==> src/rtl/bsc_pkg.sv <==
package bsc_pkg;
    localparam int unsigned WORD_W    = 32;
    localparam int unsigned BOOT_W    = 3;
    localparam int unsigned BUS_W     = 2;
    localparam int unsigned REMAP_BIT = 0;
    localparam int unsigned BOOT_LSB  = 8;
    localparam int unsigned WIDTH_LSB = BOOT_LSB + BOOT_W;
    localparam int unsigned IDLE_BIT  = 14;
    localparam int unsigned READY_BIT = 15;
    localparam int unsigned WIN_BITS  = 4;

    typedef struct packed {
        logic [BUS_W-1:0]  width;
        logic [BOOT_W-1:0] boot;
    } strap_t;

    typedef enum logic [1:0] {
        REGION_NONE = 2'b00,
        REGION_ROM  = 2'b01,
        REGION_RAM  = 2'b10
    } region_e;

    typedef struct packed {
        logic   ready;
        logic   idle_drive;
        strap_t strap;
        logic   remap;
    } cfg_view_t;

    function automatic logic [WORD_W-1:0] pack_word(input cfg_view_t v);
        logic [WORD_W-1:0] w;
        w = '0;
        w[READY_BIT]              = v.ready;
        w[IDLE_BIT]               = v.idle_drive;
        w[WIDTH_LSB +: BUS_W]     = v.strap.width;
        w[BOOT_LSB +: BOOT_W]     = v.strap.boot;
        w[REMAP_BIT]              = v.remap;
        return w;
    endfunction

    function automatic logic [WORD_W-1:0] used_mask();
        cfg_view_t v;
        v = '1;
        return pack_word(v);
    endfunction
endpackage

==> src/rtl/bsc_strap_latch.sv <==
module bsc_strap_latch
    import bsc_pkg::*;
(
    input  logic   clk,
    input  logic   rst,
    input  strap_t strap_in,
    output strap_t strap_q
);
    logic rst_d;

    always_ff @(posedge clk) begin
        rst_d <= rst;
    end

    always_ff @(posedge clk) begin
        if (rst) begin
            strap_q <= '0;
        end else if (rst_d) begin
            strap_q <= strap_in;
        end
    end
endmodule

==> src/rtl/bsc_ready_sync.sv <==
module bsc_ready_sync #(
    parameter int unsigned STAGES = 2
) (
    input  logic              clk,
    input  logic              rst,
    input  logic              async_in,
    output logic [STAGES-1:0] chain_q
);
    always_ff @(posedge clk) begin
        if (rst) chain_q[0] <= 1'b0;
        else     chain_q[0] <= async_in;
    end

    for (genvar i = 1; i < STAGES; i++) begin : g_stage
        always_ff @(posedge clk) begin
            if (rst) chain_q[i] <= 1'b0;
            else     chain_q[i] <= chain_q[i-1];
        end
    end
endmodule

==> src/rtl/bsc_region_dec.sv <==
module bsc_region_dec
    import bsc_pkg::*;
#(
    parameter int unsigned AW = WORD_W,
    parameter int unsigned WB = WIN_BITS
) (
    input  logic [AW-1:0] addr,
    input  logic          remap,
    output region_e       region
);
    logic in_window;

    always_comb begin
        in_window = (addr[AW-1 -: WB] == '0);
        if (!in_window)  region = REGION_NONE;
        else if (remap)  region = REGION_RAM;
        else             region = REGION_ROM;
    end
endmodule

==> src/rtl/boot_strap_cfg.sv <==
module boot_strap_cfg
    import bsc_pkg::*;
#(
    parameter logic [31:0] CFG_ADDR    = 32'hF000_0008,
    parameter int unsigned SYNC_STAGES = 2
) (
    input  logic              clk,
    input  logic              rst,
    input  logic [BOOT_W-1:0] strap_boot,
    input  logic [BUS_W-1:0]  strap_width,
    input  logic              ready_pin,
    input  logic [31:0]       reg_addr,
    input  logic              reg_wr,
    input  logic [31:0]       reg_wdata,
    output logic [31:0]       reg_rdata,
    input  logic [BUS_W-1:0]  req_width,
    output logic [BUS_W-1:0]  cs_width,
    input  logic [31:0]       mem_addr,
    output logic              sel_rom,
    output logic              sel_ram,
    output logic              bus_idle_drive
);
    strap_t                 strap_raw;
    strap_t                 strap_cap;
    logic [SYNC_STAGES-1:0] rdy_chain;
    logic                   rdy_bit;
    logic                   rdy_prev;
    logic                   remap_q;
    logic                   idle_q;
    logic                   hit;
    region_e                region;
    cfg_view_t              view;

    assign strap_raw.boot  = strap_boot;
    assign strap_raw.width = strap_width;

    bsc_strap_latch u_latch (
        .clk      (clk),
        .rst      (rst),
        .strap_in (strap_raw),
        .strap_q  (strap_cap)
    );

    bsc_ready_sync #(.STAGES(SYNC_STAGES)) u_sync (
        .clk      (clk),
        .rst      (rst),
        .async_in (ready_pin),
        .chain_q  (rdy_chain)
    );

    assign rdy_bit  = rdy_chain[SYNC_STAGES-1];
    assign rdy_prev = rdy_chain[SYNC_STAGES-2];

    assign hit = (reg_addr == CFG_ADDR);

    always_ff @(posedge clk) begin
        if (rst) begin
            remap_q <= 1'b0;
            idle_q  <= 1'b0;
        end else if (reg_wr && hit) begin
            remap_q <= reg_wdata[REMAP_BIT];
            idle_q  <= reg_wdata[IDLE_BIT];
        end
    end

    always_comb begin
        view.ready      = rdy_bit;
        view.idle_drive = idle_q;
        view.strap      = strap_cap;
        view.remap      = remap_q;
        reg_rdata       = hit ? pack_word(view) : '0;
    end

    bsc_region_dec u_dec (
        .addr   (mem_addr),
        .remap  (remap_q),
        .region (region)
    );

    assign sel_rom        = (region == REGION_ROM);
    assign sel_ram        = (region == REGION_RAM);
    assign cs_width       = strap_cap.width ^ req_width;
    assign bus_idle_drive = idle_q;
endmodule

==> config.mk <==
export PLATFORM = sky130hd
export DESIGN_NAME = boot_strap_cfg
export DESIGN_NICKNAME = d
export VERILOG_FILES = /design/src/rtl/bsc_pkg.sv /design/src/rtl/bsc_strap_latch.sv /design/src/rtl/bsc_ready_sync.sv /design/src/rtl/bsc_region_dec.sv /design/src/rtl/boot_strap_cfg.sv
export SDC_FILE = /design/constraint.sdc
export NUM_CORES = 1
export LEC_CHECK = 0
export ABC_AREA = 0
export ABC_CLOCK_PERIOD_IN_PS = 3540
export BUFFER_PORTS_ARGS = -buffer_cell sky130_fd_sc_hd__buf_2
export CAP_MARGIN = 15
export CORE_MARGIN = 10
export CORE_UTILIZATION = 27
export DETAILED_ROUTE_END_ITERATION = 7
export PLACE_DENSITY = 0.87
export SLEW_MARGIN = 20
export SYNTH_ARGS = -nofsm -noshare
export SYNTH_HDL_FRONTEND = slang
export SYNTH_SLANG_ARGS = --single-unit
==> constraint.sdc <==
create_clock -name clk -period 3.54 [get_ports clk]
set_input_delay 1.062 -clock clk [delete_from_list [all_inputs] [get_ports clk]]
set_output_delay 1.062 -clock clk [all_outputs]
set_load 0.01 [all_outputs]
==> results.tsv, run 1 <==
stage	metric	value	unit
status	status	completed	
sta	setup TNS	0	ns
drt	Via-to-Cell Ratio	3.95	
final_layout	share of layout cells above drive strength 1	48.3	%
power	Peak VDD IR	0.000206	V
final_layout	final net count	253	
die	die height	71.6	µm
final_layout	Register Area	200	µm²
synth	Syn Inst Count	82	
global_routing	all-layer global routing usage	8.03	%
final_layout	most common cell after layout, fill and taps aside	buf_2	
synth	Post-synth EDFFs	0	
critical_path	Setup Crit Path Kind	in2out	
clock_network	Hold-fix buffers, CTS	0	
sta	Worst Slack Setup Final	0.0962	ns
die	core area	2500	µm²
clock_network	Root Driver	clkbuf_4	
drt	routed length per instance	12.6	µm
die	I/O pins	144	
clock_network	CTS resizes	0	
sta	Final Hold Vio Count	0	
power	LEAKAGE	0.579	nW
global_routing	number of global-route vias before repair	790	
die	die footprint	5130	µm²
critical_path	Critical Path Source	reg_addr[3]	
final_layout	area grow syn2layout	39.7	%
sta	fin crit period	3.44	ns
run	Max Cap Viol	0	
placement	gpl congestion	0.651	
drt	WL final	2.21	mm
clock_network	Clock Path Buffers	2	
final_layout	most frequent cells in the layout	61 x buf_2, 24 x conb_1, 10 x dfxtp_1, 9 x and2_1	
drt	Starting DRT DRC Count	6	
die	Die X	71.6	µm
drt	DRC Markers	0	
synth	FFs w/ async S/R, synth	0	%
synth	Seq/Total Area, Yosys	27.8	%
synth	number of synthesized register bits	10	
critical_path	crit path launch type	input pin	
global_routing	first-pass GRT wire length	3.42	mm
sta	RSZ-0062 raised after global routing	false	
synth	Yosys warnings	0	
global_routing	grt ovf	0	
critical_path	CP endpoint kind	output port	
power	PD cells	275	nW/µm²
sta	Max Freq	0.290	GHz
clock_network	CTS buffer count	3	
clock_network	Post CTS Setup Buffer Count	0	
clock_network	htree depth	1	
synth	Synth cell types	17	
placement	Detailed Place HPWL	2.03	mm
placement	placed inst area	968	µm²
die	Starting Density	28.8	%
final_layout	Core Util, Final	40.2	%
drt	ANT nets after route	0	
final_layout	area of the multi-input gates	414	µm²
critical_path	Arr. time, crit path	2.38	ns
synth	ys flop type	dfxtp_1	
global_routing	largest net degree at the start of global routing	13	
critical_path	largest fanout on the critical path	8	
synth	Cell Area, Synth	719	µm²
clock_network	CTS tree	yes	
clock_network	clock sink count	10	
clock_network	Clk Latency, worst-skew pair	0.26	ns
sta	post-route clock period utilization	97.3	%
sta	Slew Viols, Final	0	
sta	skew final	0.000279	ns
synth	Avg Cell Area, Syn	8.77	µm²
critical_path	Worst Path Required	2.48	ns
hold_path	min-delay worst type	reg2reg	
critical_path	R2R Path Start	u_latch.rst_d	
die	row cnt	18	
placement	pre-CTS setup slack	0.0572	ns
final_layout	cell area after layout	1000	µm²
clock_network	Reg clk slew, reported paths	0.07	ns
placement	PortBufs	61	
final_layout	antenna cells	0	
drt	via count	692	
global_routing	initial antenna violation count	0	
sta	Min Hold Slack	0.439	ns
sta	Final setup viols	0	
hold_path	hold path startpoint	u_sync.chain_q[0]	
final_layout	Fillers	262	
drt	DRT Pass-1 Iters	2	
==> through the flow <==
stage,total power [mW],std cells
3_3_place_gp,0.176,171
5_1_grt,0.293,175
4_1_cts,0.278,175
6_report,0.276,175
3_5_place_dp,0.178,171
2_1_floorplan,0.168,105
==> path summary, 6_finish.rpt <==
kind	end	slack [ns]	cells past startpoint
min reg2reg	u_sync.chain_q[1]	0.44	1
min	u_sync.chain_q[1]	0.44	1
max	reg_rdata[15]	0.1	6
max reg2reg	u_latch.strap_q[4]	2.66	2
==> critical path: stages <==
cell     delay (ns)
buf_2          0.08
nand4_1        0.09
or4_4          0.53
nor3_4         0.32
and2_1         0.18
buf_2          0.13
==> cell families after synthesis <==
family,after synthesis,synth area share (%)
buf+inv,27,26.6
simple gates,35,32.9
flops,10,27.8
xor+xnor,2,2.44
mux,7,9.74
other cells,1,0.521
==> state kept, by name (all words and copies together), names as in the netlist <==
register         count
remap_q              1
u_latch.strap_q      5
u_sync.chain_q       2
u_latch.rst_d        1
bus_idle_drive       1
==> layout make-up <==
cell class                      count  share of cell area [%]
Inverter                            1                   0.374
Tap cell                           30                    3.74
Multi-Input combinational cell     68                    41.2
Timing Repair Buffer               62                    31.1
Clock buffer                        4                    3.61
Sequential cell                    10                    19.9
==> per-layer routing <==
metal  part of all wire, %  wire [µm]  vias to the layer above  GRT usage [%]
li1                      -          -                      354              -
met1                    26        576                      306           5.79
met2                    60       1330                       32           16.4
met3                    14        304                        0           4.82
met4                     0          0                        0           2.58
met5                     0          0                        -              0
==> cell usage after synthesis (all sizes together) (2+ instances only) <==
library cell / number / area (µm²)
dfxtp: 10 / 200
buf: 24 / 180
nand2b: 5 / 31.3
mux2i: 7 / 70.1
and2: 9 / 56.3
nor2: 5 / 18.8
clkbuf: 2 / 7.51
nor2b: 3 / 18.8
nand4: 2 / 12.5
xor2: 2 / 17.5
nor4: 8 / 65.1
==> where the power goes <==
part	internal (mW)	switching, mW	total, mW
sequential	0.118	0.00348	0.121
combinational	0.0275	0.0279	0.0554
clock	0.0623	0.0373	0.0996
No activity file was read; power rests on OpenSTA's default activity.
==> run 2, diff against run 1 <==
Settings changed: PLACE_DENSITY 0.87 to 0.86, SYNTH_HIERARCHICAL from default to 1.
==> results.tsv, run 2 <==
stage	metric	value	unit	change
status	status	completed		
placement	PortBufs	61		unchanged
run	Max Cap Viol	0		unchanged
global_routing	number of global-route vias before repair	694		-12%
placement	placed inst area	972	µm²	+0.39%
critical_path	Critical Path Max Stage Delay	0.30	ns	-0.23 ns
final_layout	antenna cells	0		unchanged
synth	Post-synth EDFFs	0		unchanged
final_layout	most frequent cells in the layout	61 x buf_2, 24 x conb_1, 10 x dfxtp_1, 8 x and2_1		
synth	Post-Synth Simple-Gate Area	33.2	%	+0.35 points
drt	DRC Markers	0		unchanged
critical_path	Worst Path Required	2.48	ns	about the same
final_layout	max reg flops	5		unchanged
die	die height	72.2	µm	+0.75%
clock_network	Hold-fix buffers, CTS	0		unchanged
hold_path	hold path startpoint	u_sync/chain_q[0]		
global_routing	first-pass GRT wire length	3.31	mm	-3.0%
global_routing	all-layer global routing usage	7.90	%	-0.13 points
synth	largest area contributor in the synthesized netlist	dfxtp_1		
synth	Synth Area in Adders	0	%	unchanged
die	row cnt	18		unchanged
critical_path	reg-to-reg endpoint	u_latch/strap_q[3]		
clock_network	Post CTS Setup Buffer Count	0		unchanged
critical_path	CP endpoint kind	output port		
sta	skew final	0.00269	ns	+0.00241 ns
final_layout	most common cell after layout, fill and taps aside	buf_2		
synth	mux cell area share after synthesis	9.54	%	-0.20 points
critical_path	crit path launch type	input pin		
critical_path	worst r2r path cells	2		unchanged
drt	via count	709		+2.5%
placement	Detailed Place HPWL	2.10	mm	+3.7%
synth	Yosys warnings	6		+6
global_routing	grt ovf	0		unchanged
clock_network	CTS tree	yes		
power	Peak VDD IR	0.000225	V	+9.4%
synth	most common cell in the netlist	buf_4		
die	I/O pins	144		unchanged
sta	Max Freq	0.303	GHz	+4.2%
critical_path	Critical Path, Cell by Cell	buf_2, nor4_1, nand4_1, nor2_2, and2_1, buf_2		
hold_path	worst-case hold path end point	u_sync/chain_q[1]		
final_layout	Largest Register	u_latch/strap_q		
global_routing	largest net degree at the start of global routing	13		unchanged
critical_path	Crit path top cell by count	buf_2		
synth	Syn Inst Count	83		+1.2%
drt	Via-to-Cell Ratio	4.05		+2.5%
critical_path	Arr. time, crit path	2.24	ns	-0.14 ns
clock_network	CTS resizes	0		unchanged
clock_network	Reg clk slew, reported paths	0.06	ns	about the same
synth	FFs w/ async S/R, synth	0	%	unchanged
sta	Slew Viols, Final	0		unchanged
drt	Starting DRT DRC Count	8		+2
synth	largest family of logic cells by synthesized area	simple AND/OR/NAND/NOR gates		
sta	RSZ-0062 raised after global routing	false		
synth	Compound-Gate Fraction of Synth Area	0	%	unchanged
clock_network	htree depth	1		unchanged
critical_path	Crit path max-delay family	simple AND/OR/NAND/NOR gates		
drt	WL final	2.31	mm	+4.7%
die	Starting Density	28.9	%	+0.081 points
sta	setup TNS	0	ns	unchanged
synth	ys flop type	dfxtp_1		
critical_path	CP max-delay cell	nor2_2		
synth	Seq/Total Area, Yosys	27.3	%	-0.57 points
critical_path	largest fanout on the critical path	8		unchanged
global_routing	initial antenna violation count	0		unchanged
critical_path	R2R Path Start	u_latch/rst_d		
synth	Synth Area in XOR/XNOR	2.39	%	-0.050 points
synth	post-synth top area share	27.3	%	-0.57 points
sta	Final setup viols	0		unchanged
final_layout	final net count	254		+0.40%
final_layout	area grow syn2layout	35.4	%	
die	die footprint	5210	µm²	+1.5%
die	Die X	72.2	µm	+0.75%
hold_path	hold path depth	1		unchanged
power	Pwr Total	0.254	mW	-8.1%
clock_network	clock sink count	10		unchanged
clock_network	CTS buffer count	3		unchanged
power	LEAKAGE	0.553	nW	-4.4%
drt	routed length per instance	13.2	µm	+4.7%
synth	top cells by count, synth	24 x buf_4, 10 x dfxtp_1, 8 x and2_1		
clock_network	Clk Latency, worst-skew pair	0.26	ns	about the same
synth	Cell Area, Synth	734	µm²	+2.1%
synth	number of synthesized register bits	10		unchanged
final_layout	biggest regs	u_latch/strap_q (5), u_sync/chain_q (2)		
final_layout	share of layout cells above drive strength 1	48.3	%	unchanged
sta	fin crit period	3.31	ns	-0.139 ns
drt	DRT Pass-1 Iters	2		unchanged
synth	Synth cell types	20		+3
drt	ANT nets after route	0		unchanged
sta	post-route clock period utilization	93.4	%	-3.9 points
critical_path	FF-to-FF setup slack	2.67	ns	about the same
critical_path	WP buf/inv	2		unchanged
placement	gpl congestion	0.676		+3.9%
critical_path	Setup Crit Path Kind	in2out		
hold_path	min-delay worst type	reg2reg		
final_layout	Fillers	270		+3.1%
clock_network	Clock Path Buffers	2		unchanged
final_layout	cell area after layout	995	µm²	-1.0%
clock_network	Root Driver	clkbuf_4		
power	PD cells	255	nW/µm²	-7.2%
synth	largest cells by area after synthesis	dfxtp_1 27%, buf_4 25%, mux2i_1 9.5%, and2_1 6.8%, nor2_1 3.6%		
synth	Avg Cell Area, Syn	8.85	µm²	+0.86%
die	core area	2540	µm²	+1.8%
sta	Final Hold Vio Count	0		unchanged
-- run 2: per-stage QoR --
stage	setup WS [ns]	std cells	util (%)	hold WS, ns
finish	0.235	175	39.1	0.441
global placement	0.172	172	38.2	0.418
detailed placement	0.179	172	38.2	0.428
global route	0.0575	175	39.1	0.464
floorplan	0.566	106	-	0.414
CTS	0.178	175	39.1	0.447
-- run 2: how the worst max path moves through the flow --
stage	slack, ns	end	startpoint	cells after the start
after global routing	0.06	reg_rdata[12]	reg_addr[12]	6
after CTS	0.18	reg_rdata[12]	reg_addr[12]	6
after global placement	0.17	reg_rdata[14]	reg_addr[12]	6
after detailed placement	0.18	reg_rdata[10]	reg_addr[12]	6
after floorplan	0.57	sel_ram	mem_addr[29]	3
final	0.23	reg_rdata[12]	reg_addr[12]	6
-- run 2: worst reg2reg max path, stage by stage, from the launching register on --
cell     delay [ns]
dfxtp_1        0.48
mux2i_1        0.23
nor2_1         0.06
-- run 2: power breakdown --
group	total [mW]	switching, mW	internal (mW)
combinational	0.0569	0.0283	0.0285
sequential	0.121	0.00352	0.118
clock	0.0757	0.0365	0.0392
-- run 2: logic make-up after synthesis --
group | Yosys count
other cells | 1
mux | 7
flops | 10
simple gates | 36
xor+xnor | 2
buf+inv | 27
-- run 2: layout make-up --
class / count / area (µm²) / share of cell area, %
multi-input cells: 69 / 422 / 42.4
flip-flops and latches: 10 / 200 / 20.1
clock buffers: 3 / 22.5 / 2.26
inverters: 2 / 7.51 / 0.755
well taps: 30 / 37.5 / 3.77
repair buffers: 61 / 305 / 30.7
-- run 2: routing by layer --
layer  GRT usage (%)  vias up  part of all wire (%)
li1                -      354                     -
met5               0        -                     0
met3            6.80        2                    21
met1            6.19      300                    30
met2            13.7       53                    48
met4            3.23        0                  0.74
==> run 3, diff against run 2 <==
Settings changed: RECOVER_POWER from default to 100.
==> results.tsv, run 3 (synthesis gave the netlist of run 2 again) <==
stage	metric	value	unit	change
final_layout	Largest Register	u_latch/strap_q		
run	Max Cap Viol	0		unchanged
placement	pre-CTS setup slack	0.179	ns	unchanged
sta	Min Hold Slack	0.441	ns	+0.000387 ns
power	Peak VDD IR	0.000226	V	about the same
drt	Via-to-Cell Ratio	4.07		+0.56%
final_layout	final net count	254		unchanged
placement	Detailed Place HPWL	2.10	mm	unchanged
drt	WL final	2.32	mm	+0.26%
global_routing	first-pass GRT wire length	3.31	mm	unchanged
clock_network	Hold-fix buffers, CTS	0		unchanged
drt	DRT Pass-1 Iters	4		+2
final_layout	max reg flops	5		unchanged
final_layout	most frequent cells in the layout	52 x buf_2, 24 x conb_1, 10 x dfxtp_1, 9 x clkbuf_1		
power	combinational power share	22.2	%	-0.2 points
final_layout	biggest regs	u_latch/strap_q (5), u_sync/chain_q (2)		
clock_network	htree depth	1		unchanged
drt	met3 WL	476	µm	+0.21%
drt	ANT nets after route	0		unchanged
drt	via count	713		+0.56%
sta	skew final	0.000275	ns	-0.00241 ns
final_layout	Core Util, Final	38.4	%	-0.64 points
clock_network	CTS resizes	0		unchanged
status	status	completed		
clock_network	CTS tree	yes		
placement	gpl congestion	0.676		unchanged
final_layout	Fillers	272		+0.74%
clock_network	Root Driver	clkbuf_4		
power	Reg power frac	47.9	%	+0.2 points
final_layout	antenna cells	0		unchanged
power	PD cells	258	nW/µm²	+1.3%
critical_path	Worst Path Required	2.48	ns	about the same
die	Die X	72.2	µm	unchanged
clock_network	Clk Latency, worst-skew pair	0.26	ns	about the same
power	clock share of power	29.9	%	about the same
sta	RSZ-0062 raised after global routing	false		
placement	PortBufs	61		unchanged
global_routing	largest net degree at the start of global routing	13		unchanged
final_layout	share of layout cells above drive strength 1	41.4	%	-6.9 points
global_routing	grt ovf	0		unchanged
power	switching share of power	27.0	%	+0.081 points
hold_path	min-delay worst type	reg2reg		
clock_network	Reg clk slew, reported paths	0.06	ns	about the same
drt	DRC Markers	0		unchanged
die	die footprint	5210	µm²	unchanged
critical_path	Setup Crit Path Kind	in2out		
die	core area	2540	µm²	unchanged
clock_network	CTS buffer count	3		unchanged
global_routing	initial antenna violation count	0		unchanged
power	P_sw	0.0683	mW	about the same
clock_network	clock sink count	10		unchanged
drt	met2 WL	1.12	mm	+0.54%
sta	post-route clock period utilization	93.9	%	+0.49 points
final_layout	area grow syn2layout	33.2	%	
clock_network	Post CTS Setup Buffer Count	0		unchanged
power	cell-internal power	0.184	mW	-0.49%
critical_path	CP endpoint kind	output port		
die	Starting Density	28.9	%	unchanged
drt	Max Used Layer	met4		
sta	setup TNS	0	ns	unchanged
global_routing	number of global-route vias before repair	694		unchanged
sta	Slew Viols, Final	0		unchanged
die	row cnt	18		unchanged
sta	Worst Slack Setup Final	0.218	ns	-0.0172 ns
drt	met1 wire length	701	µm	+0.14%
critical_path	largest fanout on the critical path	8		unchanged
die	die height	72.2	µm	unchanged
critical_path	Arr. time, crit path	2.26	ns	+0.02 ns
power	LEAKAGE	0.517	nW	-6.6%
drt	Starting DRT DRC Count	9		+1
die	I/O pins	144		unchanged
sta	Max Freq	0.301	GHz	-0.52%
clock_network	Clock Path Buffers	2		unchanged
global_routing	all-layer global routing usage	7.90	%	unchanged
sta	fin crit period	3.32	ns	+0.0172 ns
final_layout	most common cell after layout, fill and taps aside	buf_2		
sta	Final setup viols	0		unchanged
drt	routed length per instance	13.2	µm	+0.26%
critical_path	crit path launch type	input pin		
sta	Final Hold Vio Count	0		unchanged
==> run 3: critical path, cell delays in order <==
cell	delay, ns
buf_2	0.10
nor4_1	0.28
nand4_1	0.18
nor2_2	0.29
and2_1	0.18
clkbuf_1	0.16
==> run 3: final cells by class <==
cell class	count	area [µm²]	share of cell area, %
Timing Repair Buffer	61	294	30.1
Clock buffer	3	22.5	2.30
Tap cell	30	37.5	3.84
Multi-Input combinational cell	69	417	42.6
Sequential cell	10	200	20.5
Inverter	2	7.51	0.767
==> run 3: metrics by stage <==
stage | std cells | power, mW | cell area (µm²)
detailed placement | 172 | 0.180 | 972
floorplan | 106 | 0.168 | 821
finish | 175 | 0.253 | 978
global route | 175 | 0.268 | 978
CTS | 175 | 0.257 | 995
global placement | 172 | 0.179 | 972
==> run 3: power by group through the flow <==
stage / combinational, mW / sequential, mW / clock, mW
final: 0.0560 / 0.121 / 0.0755
after global routing: 0.0625 / 0.122 / 0.0837
after CTS: 0.0562 / 0.121 / 0.0798
after detailed placement: 0.0561 / 0.124 / 0
after global placement: 0.0550 / 0.124 / 0
after floorplan: 0.0463 / 0.122 / 0
==> run 3: final timing paths <==
path | cells past startpoint | startpoint | endpoint | slack, ns
max | 6 | reg_addr[12] | reg_rdata[10] | 0.22
min | 1 | u_sync/chain_q[0] | u_sync/chain_q[1] | 0.44
max reg2reg | 2 | u_latch/rst_d | u_latch/strap_q[3] | 2.64
min reg2reg | 1 | u_sync/chain_q[0] | u_sync/chain_q[1] | 0.44
==> run 3: metal layers <==
layer / GRT usage [%] / vias up
met5: 0 / -
met4: 3.23 / 0
met3: 6.80 / 2
met2: 13.7 / 53
met1: 6.19 / 304
li1: - / 354
